**config.mk**
```make
export PLATFORM = sky130hd
export DESIGN_NAME = crt_sync_out
export DESIGN_NICKNAME = d
export VERILOG_FILES = /design/src/rtl/crt_out_pkg.sv /design/src/rtl/crt_pin_cell.sv /design/src/rtl/crt_vint_flag.sv /design/src/rtl/crt_blink_gen.sv /design/src/rtl/crt_sync_out.sv
export SDC_FILE = /design/constraint.sdc
export NUM_CORES = 1
export LEC_CHECK = 0
export CAP_MARGIN = 20
export CORE_UTILIZATION = 41
export CTS_CLUSTER_DIAMETER = 60
export DETAILED_ROUTE_END_ITERATION = 16
export GPL_ROUTABILITY_DRIVEN = 0
export PLACE_DENSITY = 0.87
export SYNTH_ARGS = -nofsm -noshare
export SYNTH_HDL_FRONTEND = slang
export SYNTH_SLANG_ARGS = --single-unit
export TNS_END_PERCENT = 10
```
**constraint.sdc**
```tcl
create_clock -name clk -period 2.37 [get_ports clk]
set_clock_uncertainty 0.2 [all_clocks]
set_input_delay 0.474 -clock clk [delete_from_list [all_inputs] [get_ports clk]]
set_output_delay 0.474 -clock clk [all_outputs]
set_load 0.01 [all_outputs]
```
**src/rtl/crt_out_pkg.sv**
```systemverilog
package crt_out_pkg;
    localparam int PIN_COUNT = 3;
    localparam int PIN_HSYNC = 0;
    localparam int PIN_VSYNC = 1;
    localparam int PIN_BLANK = 2;

    typedef struct packed {
        logic dot_rst;
        logic wr_ack;
    } ctl_regs_t;
endpackage

```
**src/rtl/crt_pin_cell.sv**
```systemverilog
module crt_pin_cell #(
    parameter logic RST_VAL = 1'b0
) (
    input  logic clk,
    input  logic rst_n,
    input  logic raw_i,
    input  logic invert_i,
    input  logic enable_i,
    input  logic alt_i,
    output logic pin_o
);
    logic pin_d, pin_q;

    always_comb begin
        if (enable_i) pin_d = raw_i ^ invert_i;
        else          pin_d = alt_i;
    end

    always_ff @(posedge clk or negedge rst_n) begin
        if (!rst_n) pin_q <= RST_VAL;
        else        pin_q <= pin_d;
    end

    assign pin_o = pin_q;

    // a disabled pin shows its substitute level (low, or the serial clock)
    assert_off_state_R3: assert property (@(posedge clk) disable iff (!rst_n)
        ($past(rst_n) && !$past(enable_i)) |-> (pin_o == $past(alt_i)));

    // an enabled pin carries the strobe under the chosen polarity
    assert_on_state_R1: assert property (@(posedge clk) disable iff (!rst_n)
        ($past(rst_n) && $past(enable_i)) |-> (pin_o == ($past(raw_i) ^ $past(invert_i))));
endmodule

```
**src/rtl/crt_vint_flag.sv**
```systemverilog
module crt_vint_flag (
    input  logic clk,
    input  logic rst_n,
    input  logic run_i,
    input  logic vs_raw_i,
    input  logic vint_en_i,
    output logic vs_rise_o,
    output logic irq_o
);
    typedef struct packed {
        logic vs_prev;
        logic irq;
    } vint_regs_t;

    vint_regs_t r_d, r_q;
    logic rise;

    always_comb begin
        rise        = run_i & vs_raw_i & ~r_q.vs_prev;
        r_d.vs_prev = run_i & vs_raw_i;
        r_d.irq     = vint_en_i & (r_q.irq | rise);
    end

    always_ff @(posedge clk or negedge rst_n) begin
        if (!rst_n) r_q <= '0;
        else        r_q <= r_d;
    end

    assign vs_rise_o = rise;
    assign irq_o     = r_q.irq;

    assert_irq_cleared_R7: assert property (@(posedge clk) disable iff (!rst_n)
        ($past(rst_n) && !$past(vint_en_i)) |-> !irq_o);

    assert_irq_sticky_R6: assert property (@(posedge clk) disable iff (!rst_n)
        ($past(rst_n) && $past(irq_o) && $past(vint_en_i)) |-> irq_o);

    assert_irq_set_R6: assert property (@(posedge clk) disable iff (!rst_n)
        ($past(rst_n) && $past(vs_rise_o) && $past(vint_en_i)) |-> irq_o);

    assert_no_edge_off_R10: assert property (@(posedge clk) disable iff (!rst_n)
        !run_i |-> !vs_rise_o);
endmodule

```
**src/rtl/crt_blink_gen.sv**
```systemverilog
module crt_blink_gen #(
    parameter int FAST_FRAMES = 16,
    parameter int SLOW_FRAMES = 32
) (
    input  logic clk,
    input  logic rst_n,
    input  logic run_i,
    input  logic blink_en_i,
    input  logic rate_i,
    input  logic vs_rise_i,
    output logic phase_o
);
    localparam int MAX_FRAMES = (SLOW_FRAMES > FAST_FRAMES) ? SLOW_FRAMES : FAST_FRAMES;
    localparam int CNT_W      = (MAX_FRAMES > 2) ? $clog2(MAX_FRAMES) : 1;

    typedef struct packed {
        logic [CNT_W-1:0] cnt;
        logic             phase;
    } blink_regs_t;

    blink_regs_t r_d, r_q;
    logic [CNT_W-1:0] last_cnt;

    always_comb begin
        last_cnt = rate_i ? CNT_W'(SLOW_FRAMES - 1) : CNT_W'(FAST_FRAMES - 1);
        r_d      = r_q;
        if (!run_i || !blink_en_i) begin
            r_d = '0;
        end else if (vs_rise_i) begin
            if (r_q.cnt >= last_cnt) begin
                r_d.cnt   = '0;
                r_d.phase = ~r_q.phase;
            end else begin
                r_d.cnt = r_q.cnt + 1'b1;
            end
        end
    end

    always_ff @(posedge clk or negedge rst_n) begin
        if (!rst_n) r_q <= '0;
        else        r_q <= r_d;
    end

    assign phase_o = r_q.phase;

    assert_phase_idle_R9: assert property (@(posedge clk) disable iff (!rst_n)
        ($past(rst_n) && !$past(vs_rise_i) && $past(blink_en_i) && $past(run_i)) |-> $stable(phase_o));

    assert_phase_off_R10: assert property (@(posedge clk) disable iff (!rst_n)
        ($past(rst_n) && !$past(run_i)) |-> !phase_o);
endmodule

```
**src/rtl/crt_sync_out.sv**
```systemverilog
module crt_sync_out #(
    parameter int FAST_FRAMES = 16,
    parameter int SLOW_FRAMES = 32
) (
    input  logic clk,
    input  logic rst_n,
    input  logic hs_raw_i,
    input  logic vs_raw_i,
    input  logic blank_raw_i,
    input  logic hs_pol_i,
    input  logic vs_pol_i,
    input  logic hs_en_i,
    input  logic vs_en_i,
    input  logic blank_en_i,
    input  logic ddc_clk_i,
    input  logic blink_en_i,
    input  logic blink_rate_i,
    input  logic vint_en_i,
    input  logic tgen_en_i,
    input  logic tmg_wr_req_i,
    output logic hsync_o,
    output logic vsync_o,
    output logic blank_n_o,
    output logic blink_o,
    output logic vint_o,
    output logic dot_rst_o,
    output logic tmg_wr_ack_o
);
    import crt_out_pkg::*;

    logic [PIN_COUNT-1:0] pin_raw, pin_inv, pin_en, pin_alt, pin_out;
    logic vs_rise;
    ctl_regs_t ctl_d, ctl_q;

    always_comb begin
        pin_raw[PIN_HSYNC] = hs_raw_i;
        pin_inv[PIN_HSYNC] = hs_pol_i;
        pin_en [PIN_HSYNC] = hs_en_i;
        pin_alt[PIN_HSYNC] = 1'b0;
        pin_raw[PIN_VSYNC] = vs_raw_i;
        pin_inv[PIN_VSYNC] = vs_pol_i;
        pin_en [PIN_VSYNC] = vs_en_i;
        pin_alt[PIN_VSYNC] = ddc_clk_i;
        pin_raw[PIN_BLANK] = blank_raw_i;
        pin_inv[PIN_BLANK] = 1'b1;
        pin_en [PIN_BLANK] = blank_en_i;
        pin_alt[PIN_BLANK] = 1'b0;
    end

    for (genvar p = 0; p < PIN_COUNT; p++) begin : g_pin
        crt_pin_cell #(.RST_VAL(1'b0)) u_cell (
            .clk      (clk),
            .rst_n    (rst_n),
            .raw_i    (pin_raw[p]),
            .invert_i (pin_inv[p]),
            .enable_i (pin_en[p]),
            .alt_i    (pin_alt[p]),
            .pin_o    (pin_out[p])
        );
    end

    assign hsync_o   = pin_out[PIN_HSYNC];
    assign vsync_o   = pin_out[PIN_VSYNC];
    assign blank_n_o = pin_out[PIN_BLANK];

    crt_vint_flag u_vint (
        .clk       (clk),
        .rst_n     (rst_n),
        .run_i     (tgen_en_i),
        .vs_raw_i  (vs_raw_i),
        .vint_en_i (vint_en_i),
        .vs_rise_o (vs_rise),
        .irq_o     (vint_o)
    );

    crt_blink_gen #(
        .FAST_FRAMES (FAST_FRAMES),
        .SLOW_FRAMES (SLOW_FRAMES)
    ) u_blink (
        .clk        (clk),
        .rst_n      (rst_n),
        .run_i      (tgen_en_i),
        .blink_en_i (blink_en_i),
        .rate_i     (blink_rate_i),
        .vs_rise_i  (vs_rise),
        .phase_o    (blink_o)
    );

    always_comb begin
        ctl_d.dot_rst = ~tgen_en_i;
        ctl_d.wr_ack  = tmg_wr_req_i & ~tgen_en_i;
    end

    always_ff @(posedge clk or negedge rst_n) begin
        if (!rst_n) begin
            ctl_q.dot_rst <= 1'b1;
            ctl_q.wr_ack  <= 1'b0;
        end else begin
            ctl_q <= ctl_d;
        end
    end

    assign dot_rst_o    = ctl_q.dot_rst;
    assign tmg_wr_ack_o = ctl_q.wr_ack;

    assert_wr_lock_R8: assert property (@(posedge clk) disable iff (!rst_n)
        ($past(rst_n) && $past(tgen_en_i)) |-> (!tmg_wr_ack_o && !dot_rst_o));
endmodule

```
==> results of run 1 <==
-- worst paths after layout --
kind / startpoint / endpoint / slack, ns
max: blink_rate_i / u_blink.r_q[1] / 0.32
min: u_vint.irq_o / u_vint.irq_o / 0.32
max reg2reg: u_blink.r_q[5] / u_blink.r_q[1] / 0.59
min reg2reg: u_vint.irq_o / u_vint.irq_o / 0.32
max in group asynchronous: rst_n / dot_rst_o / 1.23
min in group asynchronous: rst_n / u_vint.irq_o / 0.37
-- cell usage in the layout, fill, tap and decap left out, drive strengths merged, types with 2 or more instances in the layout --
cell type,instances
buf,2
clkbuf,4
and2,2
nand3b,2
a21oi,4
dfrtp,12
nand2,5
nor2,4
nand3,4
ha,2
or4,2
inv,2
clkdlybuf4s50,22
-- metrics by stage --
stage | hold WS, ns | util (%) | power, uW | instance area (sq um)
finish | 0.3173 | 66.70 | 440.2 | 889.6
global route | 0.3573 | 66.70 | 466.9 | 889.6
CTS | 0.3146 | 66.70 | 446.1 | 889.6
detailed placement | 0.2963 | 64.73 | 309.5 | 863.3
global placement | 0.2733 | 64.73 | 306.9 | 863.3
floorplan | -0.02159 | - | 257.9 | 609.3
-- worst max-delay path, delay by kind of cell --
kind | cells | cell delay [ns]
AO/OA/AOI/OAI | 2 | 0.51
buffers and inverters | 2 | 0.49
AND/OR/NAND/NOR | 2 | 0.30
adder cells (fa/ha/maj) | 1 | 0.27
-- layout make-up --
| class | instances | area [sq um] | share of cell area, % |
|---|---|---|---|
| multi-input combinational | 41 | 275.3 | 30.94 |
| tap | 15 | 18.77 | 2.110 |
| timing repair buffer | 24 | 235.2 | 26.44 |
| clock buffer | 4 | 26.28 | 2.954 |
| inverter | 2 | 7.507 | 0.8439 |
| sequential | 13 | 326.6 | 36.71 |
-- cell usage after synthesis --
library cell / instances / share of area (%)
xnor2_1: 1 / 1.4
ha_1: 2 / 4.1
a21oi_1: 4 / 3.3
a21o_1: 1 / 1.2
and3b_2: 1 / 1.6
inv_1: 2 / 1.2
and2_2: 1 / 1.2
nand3b_2: 1 / 1.8
and2b_2: 1 / 1.4
nor2b_1: 1 / 1.0
o21a_1: 1 / 1.2
a22oi_1: 1 / 1.2
a32oi_1: 1 / 1.4
and2_1: 1 / 1.0
o2bb2ai_1: 1 / 1.4
xor2_1: 1 / 1.4
nand3b_1: 1 / 1.2
a211oi_1: 1 / 1.2
nand2_1: 5 / 3.1
nand3_1: 4 / 3.3
and3_1: 1 / 1.0
nor2_1: 4 / 2.5
nor4_1: 1 / 1.0
dfrtp_1: 12 / 49
or4_1: 2 / 2.5
a2111oi_0: 1 / 1.4
o2111ai_1: 1 / 1.4
dfstp_2: 1 / 4.3
a31o_2: 1 / 1.4
-- metal layers --
metal  GRT usage (%)  vias up  wire length [um]
li1                -      266                 -
met1           22.95      261               573
met2           35.71       28               671
met3           3.333        2                66
met4           10.00        0                19
met5               0        -                 0
-- power groups by stage --
| stage | Clock, uW | Sequential, uW | Combinational [uW] |
|---|---|---|---|
| 6_report | 136 | 233 | 71.0 |
| 5_1_grt | 154 | 235 | 77.7 |
| 4_1_cts | 141 | 233 | 71.8 |
| 3_5_place_dp | 0 | 238 | 71.7 |
| 3_3_place_gp | 0 | 237 | 69.6 |
| 2_1_floorplan | 0 | 241 | 16.9 |
-- cells by family after synthesis --
logic type	after synthesis	share of synthesized area, %
adder cells (fa/ha/maj)	2	4.106
AO/OA/AOI/OAI	13	15.40
flip-flops	13	53.59
buffers and inverters	2	1.232
XOR/XNOR	2	2.875
AND/OR/NAND/NOR	24	22.80
-- state kept, by name, indices dropped and copies added, names as in the netlist --
register and flops:
u_blink.r_q 5, u_vint.irq_o 1, dot_rst_o 1, u_blink.phase_o 1
tmg_wr_ack_o 1, u_vint.r_q 1, g_pin.u_cell.pin_o 3
==> results by group, run 1 <==
Clocking
  • Worst-path clk slew: approximately 0.080 ns
  • Worst skew pair latency: around 0.27 ns
  • Resized Gates After CTS: 0
  • Longest Clk Path Bufs: 2
  • H-Tree Depth: 1
  • Clock root cell: clkbuf_4
  • Setup Fix Bufs, Post-CTS: 0
  • Clock sink total: 13
  • CTS buffer count: 3
  • TritonCTS clock tree: built
  • CTS Hold Buffers Added: 0

Floorplanning
  • Chip height: 40.55 um
  • Width of the die: between 40 and 50 um
  • # rows: 13
  • Core area: 1334 sq um
  • Initial Utilization: 45.68%
  • IO Pins: 23
  • Die area: ~1600 sq um

STA
  • Post-layout min period: ~2 ns
  • Max-slew violation count: 0
  • Crit share post-route: roughly 86%
  • Setup violations, final: 0
  • Fmax: just under 0.5 GHz
  • RSZ-0062 raised after global routing: false
  • Worst slew margin: around three fifths
  • Final hold vios: 0
  • Post-route setup slack: around 0.32 ns
  • Final setup TNS: 0 ns
  • Worst slew pin tran: ~0.57 ns

Power and ir drop
  • Logic pwr share: between 10% and 20%
  • Sw Ratio: between 20% and 30%
  • Sw power: around 100 uW
  • PwrDens: around 500 nW/um^2
  • Cell internal pwr: approximately 340 uW
  • Leak pwr: approximately 0.0004 uW
  • Worst vdd ir: ~0.0002 V
  • Reg power frac: about 53%
  • Clock power frac: a little under a third

Global routing
  • Largest net degree at the start of global routing: 14
  • Total global routing overflow: 0
  • First-pass GRT wire length: slightly above 2000 um
  • Vias in the first global route: 482
  • Initial antenna violation count: 0
  • Global-route usage over all layers: between 20 and 25%

Final layout
  • Antenna cells: 0
  • Layout cells sized above 1: 13.10%
  • Final Non-Filler Cells: around 100
  • Layout area overhead: 46.00%
  • Nets: between 100 and 150
  • Fill count: approximately 110

Synth
  • Number of synthesis warnings: 0
  • Post-synthesis net count: 74
  • Syn avg cell area: ~11 sq um
  • Post-Syn Area: slightly above 600 sq um
  • Synth unique cells: 29
  • #FFs+latches synth: 13
  • Seq/Total Area, Yosys: 53.59%
  • Cell count after synthesis: 56

Run
  • Max-cap viol count: 0

Worst setup path
  • CP cell instances: clkdlybuf4s50_1 -> inv_1 -> ha_1 -> and3_1 -> a2111oi_0 -> a21oi_1 -> nor2_1
  • Worst path arrival time: 2.05 ns
  • WS Path Type: input port to flip-flop
  • Setup crit end kind: flip-flop
  • Worst path slowest cell: clkdlybuf4s50_1
  • R2R cell count: 5
  • Biggest cell delay along the critical path: 0.45 ns
  • CP required: 2.38 ns
  • Largest fanout on the critical path: 3
  • CP Launch Type: input port

Drt
  • 1st-iter DRT viols: 9
  • DRC: 0
  • DR WL/cell: 13.44 um
  • DRT Pass-1 Iters: 4
  • Drt via density: 5.626
  • Vias: between 500 and 600
  • Final ANT Viol Nets: 0
  • Routed WL: ~1300 um

Placed design
  • Cells after DPL: between 90 and 100
  • DP Worst Slack: 0.02606 ns
  • IO Port Bufs: 22
  • HPWL Detailed: between 1000 and 1500 um

Outcome
  • Status: complete, no violations

Hold path
  • WHS Path Cells: 1
  • Worst hold path class: flip-flop to flip-flop
Note: power is estimated with default switching activity, not from simulation.
==> run 2: changes to the inputs <==
Settings changed: CTS_BUF_LIST set to sky130_fd_sc_hd__clkbuf_8 sky130_fd_sc_hd__clkbuf_16, SLEW_MARGIN set to 40.
==> run 2 against run 1 <==
Power grew 12%. Core utilization up 1.4 points. Final area increased by 2.1%. Cell count stayed put. Via count down 1.4%. Sequential cell count stayed put. Clock-buffer cell count down 1. Routed wire length shrank 1.7%. Worst setup slack lost 0.040 ns. Die area unchanged. Highest routed layer unchanged.
==> results by group, run 2 (same netlist as run 1, synthesis figures left out) <==
Global routing
  • First-pass GRT wire length: 2028 um
  • Vias in the first global route: around 480
  • Initial antenna violation count: 0
  • Global-route usage over all layers: between 10% and 20%
  • Total global routing overflow: 0
  • Largest net degree at the start of global routing: 14

Worst setup path
  • Worst path arrival time: about 2 ns
  • CP required: 2.34 ns
  • Largest fanout on the critical path: 3
  • Setup crit end kind: flip-flop
  • WS Path Type: input port to flip-flop
  • CP Launch Type: input port

Clocking
  • Worst-path clk slew: roughly 0.060 ns
  • Setup Fix Bufs, Post-CTS: 0
  • Clock sink total: 13
  • TritonCTS clock tree: built
  • Longest Clk Path Bufs: 2
  • CTS buffer count: 3
  • H-Tree Depth: 1
  • CTS Hold Buffers Added: 0
  • Resized Gates After CTS: 0
  • Worst skew pair latency: about 0.24 ns
  • Clock root cell: clkbuf_8

Drt
  • DRT Pass-1 Iters: 4
  • DR WL/cell: between 10 and 15 um
  • DRC: 0
  • 1st-iter DRT viols: 19
  • Routed WL: roughly 1300 um
  • Vias: roughly 550
  • Drt via density: 5.545
  • Final ANT Viol Nets: 0

Outcome
  • Status: complete, no violations

Floorplanning
  • Initial Utilization: a little under half
  • Chip height: 40.55 um
  • Width of the die: 40.55 um
  • Die area: 1644 sq um
  • IO Pins: 23
  • Core area: about 1300 sq um
  • # rows: 13

STA
  • Final hold vios: 0
  • Crit share post-route: roughly nine tenths
  • Worst slew pin tran: around 0.57 ns
  • Final setup TNS: 0 ns
  • Fmax: about 0.48 GHz
  • Worst slew margin: about 60%
  • Post-layout min period: about 2.1 ns
  • Setup violations, final: 0
  • RSZ-0062 raised after global routing: false
  • Post-route setup slack: ~0.28 ns
  • Max-slew violation count: 0

Final layout
  • Antenna cells: 0
  • Number of flip-flops under the largest register name: 5
  • Nets: between 100 and 150
  • Most frequent cells in the layout: clkdlybuf4s50_1, dfrtp_1, nand2_1
  • Most common cell after layout, fill and taps aside: clkdlybuf4s50_1
  • Biggest register: u_blink.r_q
  • Final Instance Area: about 910 sq um
  • Layout area overhead: 49.08%
  • Final Non-Filler Cells: 99
  • Layout cells sized above 1: 13.10%

Run
  • Max-cap viol count: 0

Placed design
  • IO Port Bufs: 22
  • Placed cell area: about 860 sq um
  • Cells after DPL: 95
  • HPWL Detailed: roughly 1100 um
  • DP Worst Slack: roughly 0.026 ns

Hold path
  • Worst hold path class: flip-flop to flip-flop

Power and ir drop
  • Leak pwr: 0.0004234 uW
  • PwrDens: approximately 540 nW/um^2
  • Worst vdd ir: about 0.00032 V
## run 2: cell count changes in the layout (fill, tap and decap cells not counted), sizes merged
cell / before / now
inv: 2 / 3
clkbuf: 4 / 3
## run 2: metrics by stage
stage | util (%) | hold slack [ns] | total power (uW)
2_1_floorplan | - | -0.02159 | 257.9
3_3_place_gp | 64.73 | 0.2733 | 306.9
3_5_place_dp | 64.73 | 0.2963 | 309.5
4_1_cts | 68.11 | 0.3090 | 497.7
5_1_grt | 68.11 | 0.3504 | 517.7
6_report | 68.11 | 0.3117 | 492.5
## run 2: report_power, final
group | switching, uW | total [uW] | internal, uW
logic | 26.7 | 70.9 | 44.2
registers | 3.31 | 234 | 231
clock network | 73.6 | 188 | 114
## run 2: worst paths after layout
check / start / endpoint / slack [ns] / depth (start not counted)
max reg2reg: u_blink.r_q[5] / u_blink.r_q[1] / 0.59 / 5
max: blink_rate_i / u_blink.r_q[1] / 0.28 / 7
min reg2reg: u_vint.irq_o / u_vint.irq_o / 0.31 / 1
min in group asynchronous: rst_n / u_vint.irq_o / 0.40 / 1
max in group asynchronous: rst_n / dot_rst_o / 1.19 / 1
min: u_vint.irq_o / u_vint.irq_o / 0.31 / 1
## run 2: area by class of cell
cell class	instances	area, sq um
multi-input combinational	41	275.3
clock buffer	3	41.29
inverter	2	7.507
sequential	13	326.6
fill	106	425.4
timing repair buffer	24	235.2
tap	15	18.77
clock inverter	1	3.754
## run 2: routing by layer
layer  wire length (um)  global-route usage, %  share of wire (%)
met4                 19                  7.500                1.5
met1                579                  23.29                 44
met5                  0                      0                  0
met2                645                  34.13                 49
met3                 65                  5.000                5.0
## run 2: critical path, cell delays in order
cell	delay (ns)
clkdlybuf4s50_1	0.45
inv_1	0.04
ha_1	0.27
and3_1	0.21
a2111oi_0	0.43
a21oi_1	0.08
nor2_1	0.09
